`src/rtl/rtc_alarm_pkg.sv`:
```
package rtc_alarm_pkg;
  localparam int BYTE_W   = 8;
  localparam int FIELDS   = 4;
  localparam int ALARMS   = 2;
  localparam logic [BYTE_W-1:0] CTRL_RESET = 8'h18;
  localparam logic [BYTE_W-1:0] STAT_RESET = 8'h80;

  // strobes from control to datapath
  typedef struct packed {
    logic       cmpEn;
    logic       divRun;
    logic [1:0] rate;
  } dpCmd_t;

  // results from datapath to control
  typedef struct packed {
    logic [ALARMS-1:0] hit;
    logic              sqwLevel;
  } dpRsp_t;
endpackage

```
`src/rtl/rtc_alarm_dp.sv`:
```
module rtc_alarm_dp
  import rtc_alarm_pkg::*;
#(
  parameter int DIV_W = 15
) (
  input  logic              clk,
  input  logic              rstN,
  input  dpCmd_t            cmd,
  input  logic [BYTE_W-1:0] curSec,
  input  logic [BYTE_W-1:0] curMin,
  input  logic [BYTE_W-1:0] curHour,
  input  logic [BYTE_W-1:0] curDay,
  input  logic [BYTE_W-1:0] curDate,
  input  logic [BYTE_W-1:0] a1Sec,
  input  logic [BYTE_W-1:0] a1Min,
  input  logic [BYTE_W-1:0] a1Hour,
  input  logic [BYTE_W-1:0] a1DayDate,
  input  logic [BYTE_W-1:0] a2Min,
  input  logic [BYTE_W-1:0] a2Hour,
  input  logic [BYTE_W-1:0] a2DayDate,
  input  logic              refClk,
  output dpRsp_t            rsp
);
  localparam int TAP_DIV8 = $clog2(8) - 1;
  localparam int TAP_DIV4 = $clog2(4) - 1;
  localparam int TAP_SLOW = DIV_W - 1;
  localparam int MSK      = BYTE_W - 1;
  localparam int SEL      = BYTE_W - 2;

  // alarm bytes per alarm and field; alarm 2 gets a fixed 00 seconds field
  logic [BYTE_W-1:0] almB [ALARMS][FIELDS];
  assign almB[0][0] = a1Sec;
  assign almB[0][1] = a1Min;
  assign almB[0][2] = a1Hour;
  assign almB[0][3] = a1DayDate;
  assign almB[1][0] = '0;
  assign almB[1][1] = a2Min;
  assign almB[1][2] = a2Hour;
  assign almB[1][3] = a2DayDate;

  logic [ALARMS-1:0] hitVec;

  for (genvar g = 0; g < ALARMS; g++) begin : g_alarm
    logic [FIELDS-1:0] mask;
    logic [FIELDS-1:0] fieldOk;
    logic              maskLegal;
    logic [BYTE_W-1:0] ddRef;

    for (genvar f = 0; f < FIELDS; f++) begin : g_mask
      assign mask[f] = almB[g][f][MSK];
    end

    assign ddRef      = almB[g][3][SEL] ? curDay : curDate;
    assign fieldOk[0] = {1'b0, almB[g][0][MSK-1:0]} == curSec;
    assign fieldOk[1] = {1'b0, almB[g][1][MSK-1:0]} == curMin;
    assign fieldOk[2] = {1'b0, almB[g][2][MSK-1:0]} == curHour;
    assign fieldOk[3] = {2'b00, almB[g][3][SEL-1:0]} == ddRef;

    // legal masks form a thermometer from the seconds side
    always_comb begin
      maskLegal = 1'b0;
      for (int k = 0; k <= FIELDS; k++) begin
        if (mask == FIELDS'((1 << FIELDS) - (1 << k))) maskLegal = 1'b1;
      end
    end

    assign hitVec[g] = cmd.cmpEn & maskLegal & (&(fieldOk | mask));
  end

  // square wave divider
  logic             refQ, refPrev;
  logic [DIV_W-1:0] divCnt;
  logic             sqwSel;

  always_ff @(posedge clk) begin
    if (!rstN) begin
      refQ    <= 1'b0;
      refPrev <= 1'b0;
      divCnt  <= '0;
    end else begin
      refQ    <= refClk;
      refPrev <= refQ;
      if (cmd.divRun && refQ && !refPrev) divCnt <= divCnt + 1'b1;
    end
  end

  always_comb begin
    unique case (cmd.rate)
      2'b00:   sqwSel = divCnt[TAP_SLOW];
      2'b01:   sqwSel = divCnt[TAP_DIV8];
      2'b10:   sqwSel = divCnt[TAP_DIV4];
      default: sqwSel = refQ;
    endcase
  end

  assign rsp.hit      = hitVec;
  assign rsp.sqwLevel = cmd.divRun ? sqwSel : 1'b1;

  AST_HALT_HOLDS: assert property (@(posedge clk) disable iff (!rstN)
    !cmd.divRun |=> $stable(divCnt));
  AST_NO_HIT_OFF_TICK: assert property (@(posedge clk) disable iff (!rstN)
    (rsp.hit != '0) |-> cmd.cmpEn);
endmodule

```
`src/rtl/rtc_alarm_ctrl.sv`:
```
module rtc_alarm_ctrl
  import rtc_alarm_pkg::*;
(
  input  logic              clk,
  input  logic              rstN,
  input  logic              secTick,
  input  logic              ctrlWr,
  input  logic [BYTE_W-1:0] ctrlWrData,
  input  logic              statWr,
  input  logic [BYTE_W-1:0] statWrData,
  input  logic              oscFail,
  input  dpRsp_t            rsp,
  output dpCmd_t            cmd,
  output logic [BYTE_W-1:0] ctrlQ,
  output logic [BYTE_W-1:0] statusQ,
  output logic              intaOe,
  output logic              intbOe
);
  localparam logic [BYTE_W-1:0] CTRL_LIVE = 8'h9F;
  localparam logic [BYTE_W-1:0] STAT_KEEP = 8'h7C;

  logic [BYTE_W-1:0] ctrlReg;
  logic              a1f, a2f, osf;
  logic [BYTE_W-1:0] keepBits;
  logic              routeSplit, ie1, ie2;

  assign keepBits   = (statWr ? statWrData : '1) | STAT_KEEP;
  assign routeSplit = ctrlReg[2];
  assign ie1        = ctrlReg[0];
  assign ie2        = ctrlReg[1];

  always_ff @(posedge clk) begin
    if (!rstN) begin
      ctrlReg <= CTRL_RESET;
      a1f     <= STAT_RESET[0];
      a2f     <= STAT_RESET[1];
      osf     <= STAT_RESET[7];
    end else begin
      if (ctrlWr) ctrlReg <= ctrlWrData;
      a1f <= (a1f & keepBits[0]) | rsp.hit[0];
      a2f <= (a2f & keepBits[1]) | rsp.hit[1];
      osf <= (osf & keepBits[7]) | oscFail | ctrlReg[7];
    end
  end

  assign cmd.cmpEn  = secTick;
  assign cmd.divRun = ~ctrlReg[7];
  assign cmd.rate   = ctrlReg[4:3];

  assign ctrlQ   = ctrlReg & CTRL_LIVE;
  assign statusQ = {osf, 5'b00000, a2f, a1f};

  always_comb begin
    if (routeSplit) begin
      intaOe = a1f & ie1;
      intbOe = a2f & ie2;
    end else begin
      intaOe = (a1f & ie1) | (a2f & ie2);
      intbOe = ~rsp.sqwLevel;
    end
  end

  AST_FLAG_ON_TICK: assert property (@(posedge clk) disable iff (!rstN)
    ($rose(a1f) || $rose(a2f)) |-> $past(secTick));
  AST_CLEAR_WORKS: assert property (@(posedge clk) disable iff (!rstN)
    (statWr && !statWrData[0] && !secTick) |=> !statusQ[0]);
  AST_OSF_STICKY: assert property (@(posedge clk) disable iff (!rstN)
    (osf && !(statWr && !statWrData[7])) |=> statusQ[7]);
  AST_INTA_HAS_FLAG: assert property (@(posedge clk) disable iff (!rstN)
    intaOe |-> (statusQ[1:0] != 2'b00));
  AST_INTB_SPLIT: assert property (@(posedge clk) disable iff (!rstN)
    (ctrlQ[2] && intbOe) |-> statusQ[1]);
endmodule

```
`src/rtl/rtc_alarm_router.sv`:
```
module rtc_alarm_router
  import rtc_alarm_pkg::*;
#(
  parameter int DIV_W = 15
) (
  input  logic       clk,
  input  logic       rstN,
  input  logic       secTick,
  input  logic [7:0] curSec,
  input  logic [7:0] curMin,
  input  logic [7:0] curHour,
  input  logic [7:0] curDay,
  input  logic [7:0] curDate,
  input  logic [7:0] a1Sec,
  input  logic [7:0] a1Min,
  input  logic [7:0] a1Hour,
  input  logic [7:0] a1DayDate,
  input  logic [7:0] a2Min,
  input  logic [7:0] a2Hour,
  input  logic [7:0] a2DayDate,
  input  logic       ctrlWr,
  input  logic [7:0] ctrlWrData,
  input  logic       statWr,
  input  logic [7:0] statWrData,
  input  logic       oscFail,
  input  logic       refClk,
  output logic [7:0] ctrlQ,
  output logic [7:0] statusQ,
  output logic       intaOe,
  output logic       intbOe
);
  dpCmd_t cmd;
  dpRsp_t rsp;

  rtc_alarm_ctrl u_ctrl (
    .clk(clk), .rstN(rstN), .secTick(secTick),
    .ctrlWr(ctrlWr), .ctrlWrData(ctrlWrData),
    .statWr(statWr), .statWrData(statWrData),
    .oscFail(oscFail), .rsp(rsp), .cmd(cmd),
    .ctrlQ(ctrlQ), .statusQ(statusQ), .intaOe(intaOe), .intbOe(intbOe)
  );

  rtc_alarm_dp #(.DIV_W(DIV_W)) u_dp (
    .clk(clk), .rstN(rstN), .cmd(cmd),
    .curSec(curSec), .curMin(curMin), .curHour(curHour),
    .curDay(curDay), .curDate(curDate),
    .a1Sec(a1Sec), .a1Min(a1Min), .a1Hour(a1Hour), .a1DayDate(a1DayDate),
    .a2Min(a2Min), .a2Hour(a2Hour), .a2DayDate(a2DayDate),
    .refClk(refClk), .rsp(rsp)
  );
endmodule

```
`config.mk`:
```
export PLATFORM = sky130hd
export DESIGN_NAME = rtc_alarm_router
export DESIGN_NICKNAME = d
export VERILOG_FILES = /design/src/rtl/rtc_alarm_pkg.sv /design/src/rtl/rtc_alarm_dp.sv /design/src/rtl/rtc_alarm_ctrl.sv /design/src/rtl/rtc_alarm_router.sv
export SDC_FILE = /design/constraint.sdc
export NUM_CORES = 1
export LEC_CHECK = 0
export ABC_CLOCK_PERIOD_IN_PS = 2100
export BUFFER_PORTS_ARGS = -buffer_cell sky130_fd_sc_hd__buf_2
export CORE_ASPECT_RATIO = 0.5
export CORE_MARGIN = 4
export CORE_UTILIZATION = 41
export DETAILED_ROUTE_END_ITERATION = 10
export PLACE_DENSITY_LB_ADDON = 0.2
export SLEW_MARGIN = 20
export SYNTH_ARGS = -nofsm -noshare
export SYNTH_HDL_FRONTEND = slang
export SYNTH_SLANG_ARGS = --single-unit
export TNS_END_PERCENT = 20
```
`constraint.sdc`:
```
create_clock -name clk -period 2.1 [get_ports clk]
set_clock_uncertainty 0.2 [all_clocks]
set_input_delay 0.105 -clock clk [delete_from_list [all_inputs] [get_ports clk]]
set_output_delay 0.105 -clock clk [all_outputs]
set_load 0.005 [all_outputs]
```
==> impl_metrics.yaml <==
floorplanning:
  design.core.area_mm2: 0.00442
  boundaryPins: 137
  rows: 17
  dieHeight_um: 56.1
  die-area_mm2: 0.00585
  die_width_um: 104
  start_util: 0.429
timing:
  setup_viol: 0
  min_period_over_period: 0.882
  tns_ns: 0
  rsz0062_at_grt: "false"
  timing.final.ws_setup_ns: 0.247
  slew_violations: 0
  timing.hold.ws_ns: -0.00451
  fmax_ghz: 0.540
  min_period_ns: 1.85
  hold_viol_final: 1
clock_tree:
  cts_setup_buffers: 0
  clkSinkCount: 26
  clk_latency_ns: 0.27
  clk_pin_slew_ns: 0.08
  htree_levels: 1
  numCtsBuffers: 3
  cts_buffer_depth: 2
  ctsRootBufferMaster: "clkbuf_8"
  cts_tree: "yes"
global_routing:
  grt_pass1_wl_um: 8690
  grt-ovfl-total: 0
  grt_start_max_net_pins: 21
  grt_pass1_vias: 2040
  antenna_found_initial: 0
  grt_usage: 0.175
synthesis:
  synth_area_leader_cell: "dfxtp_1"
  synth.distinct_cells: 35
  synth-main-ff-cell: "dfxtp_1"
  ys_ff_latch: 26
  syn-instance-count: 222
  ys_warn_count: 0
  synth_top_area_share: 0.274
  async_reset_ff_frac: 0
  syn_area_per_cell_um2: 8.55
  syn_area_mm2: 0.00190
  synth.area.top_cells: "dfxtp_1 27%, xor2_1 17%, xnor2_1 10%"
  seq_area_frac_synth: 0.274
  synth_edf_count: 0
final_layout:
  design_area_mm2: 0.00282
  area_growth_pct: 48.5
  insertedDiodeCount: 0
  fin_nets: 484
  fin_util: 0.637
  drive_gt1_frac: 0.366
power_and_ir_drop:
  power.density_mw_per_mm2: 445
  leakagePower_nw: 1.31
  peakVddDrop_mv: 0.250
routing:
  routed_wirelength_um: 5360
  wl_per_cell_um: 12.8
  dr_total_vias: 2028
  drtAntennaViolNets: 0
  drt-vias-per-instance: 4.83
  drc: 0
  drt_iter0_drc: 125
  drt-pass1-iter-count: 4
setup_path:
  critical_path.max_fanout: 2
  cp.required_ns: 2.07
  critPathArrivalTime_ns: 1.82
  critPathKind: "input pin to register"
  crit_path_start_kind: "input pin"
  critPathCaptureType: "register"
outcome:
  status: "complete, but fails checks"
  violations: "negative hold slack"
placement:
  dpl_cell_area_mm2: 0.00253
  place_ws_ns: 0.148
  hpwl_um: 4430
  gp_congestion: 0.809
  numPortBuffers: 122
min_path:
  min_path_type: "input pin to register"
run:
  max_cap_viol_count: 0
==> final cells by class <==
cell class	count	area [µm²]
sequential	26	520
clock inverter	1	30.0
fill	387	1610
timing repair buffer	146	843
clock buffer	3	41.3
tap	57	71.3
multi-input combinational	181	1290
inverter	6	22.5
==> synthesized netlist by cell type (4+ instances only) <==
| library cell | instances |
|---|---|
| a21oi_1 | 8 |
| xnor2_1 | 22 |
| nor2_1 | 18 |
| dfxtp_1 | 26 |
| inv_1 | 6 |
| nor4_1 | 11 |
| o21ai_0 | 5 |
| nand2_1 | 12 |
| clkbuf_1 | 4 |
| buf_4 | 10 |
| mux2i_1 | 19 |
| xor2_1 | 36 |
| nor3_1 | 8 |
| nand3_1 | 7 |
==> path summary, 6_finish.rpt <==
check	cells past startpoint	endpoint	startpoint	slack [ns]
worst min register to register	1	u_dp.refPrev$_SDFF_PN0_	u_dp.refQ$_SDFF_PN0_	0.29
worst min-delay path	4	u_ctrl.a2f$_SDFF_PN0_	curSec[3]	-0.005
worst max register to register	5	u_dp.divCnt[14]$_SDFFE_PN0P_	u_dp.divCnt[4]$_SDFFE_PN0P_	0.39
worst max-delay path	6	u_ctrl.a2f$_SDFF_PN0_	curSec[6]	0.25
==> through the flow <==
| step | instances | hold slack [ns] | power (mW) |
|---|---|---|---|
| 4_1_cts | 419 | 0.000968 | 1.27 |
| 5_1_grt | 420 | -0.000947 | 1.33 |
| 2_1_floorplan | 228 | -0.0331 | 0.681 |
| 3_5_place_dp | 395 | 0.111 | 0.830 |
| 6_report | 420 | -0.00451 | 1.25 |
| 3_3_place_gp | 395 | 0.105 | 0.823 |
==> registers in the layout, summed over array words and instances (netlist names) <==
signal	cells
u_ctrl.ctrlReg	6
u_dp.refQ	1
u_dp.divCnt	15
u_ctrl.a2f	1
u_ctrl.a1f	1
u_ctrl.osf	1
u_dp.refPrev	1
==> logic make-up (layout without fill, tap and decap cells) <==
kind of cell    after synthesis  after routing  share of synthesized area
xor+xnor                     58             58                      0.268
flops                        26             26                      0.274
compound gates               24             24                     0.0850
simple gates                 71             71                      0.191
other cells                   1              7                    0.00198
buf+inv                      21            156                     0.0620
fa+ha+maj                     1              1                    0.00659
mux                          20             20                      0.112
==> repair_timing <==
item                       CTS  global route
hold endpoints to repair    11             1
hold buffers                20             1
gates resized for setup      0             1
setup endpoints to repair    0             1
==> worst max-delay path, stage by stage <==
cell,delay [ns]
dlygate4sd3_1,0.54
buf_2,0.14
a211oi_1,0.15
dlygate4sd3_1,0.58
nand3_1,0.08
o41ai_2,0.22
==> cell usage in the layout (no fill, tap or decap), types with 2 or more instances in the layout <==
cell type / Yosys / layout
a21oi_1: 8 / 8
dfxtp_1: 26 / 26
nand3_1: 7 / 7
nor3_1: 8 / 8
and3_1: 3 / 3
or3_1: 3 / 3
xnor2_1: 22 / 22
a41oi_1: 2 / 2
and2_1: 2 / 2
dlygate4sd3_1: 0 / 21
nor2_1: 18 / 18
nor4_1: 11 / 11
clkbuf_8: 0 / 3
buf_2: 1 / 122
or4_1: 2 / 2
o21ai_0: 5 / 5
conb_1: 1 / 7
inv_1: 6 / 6
xor2_1: 36 / 36
mux2i_1: 19 / 19
nand2_1: 12 / 12
buf_4: 10 / 3
o2111ai_1: 2 / 2
nand4_1: 2 / 2
==> power breakdown <==
part | switching [mW] | internal [mW]
logic | 0.142 | 0.193
clock network | 0.150 | 0.255
registers | 0.0104 | 0.504
total | 0.302 | 0.952
==> metal layers <==
layer	GRT usage	part of all wire
met5	0	0
met1	0.195	0.41
met3	0.0324	0.048
met4	0.0455	0.012
met2	0.343	0.53
Note: power is estimated with default switching activity, not from simulation.
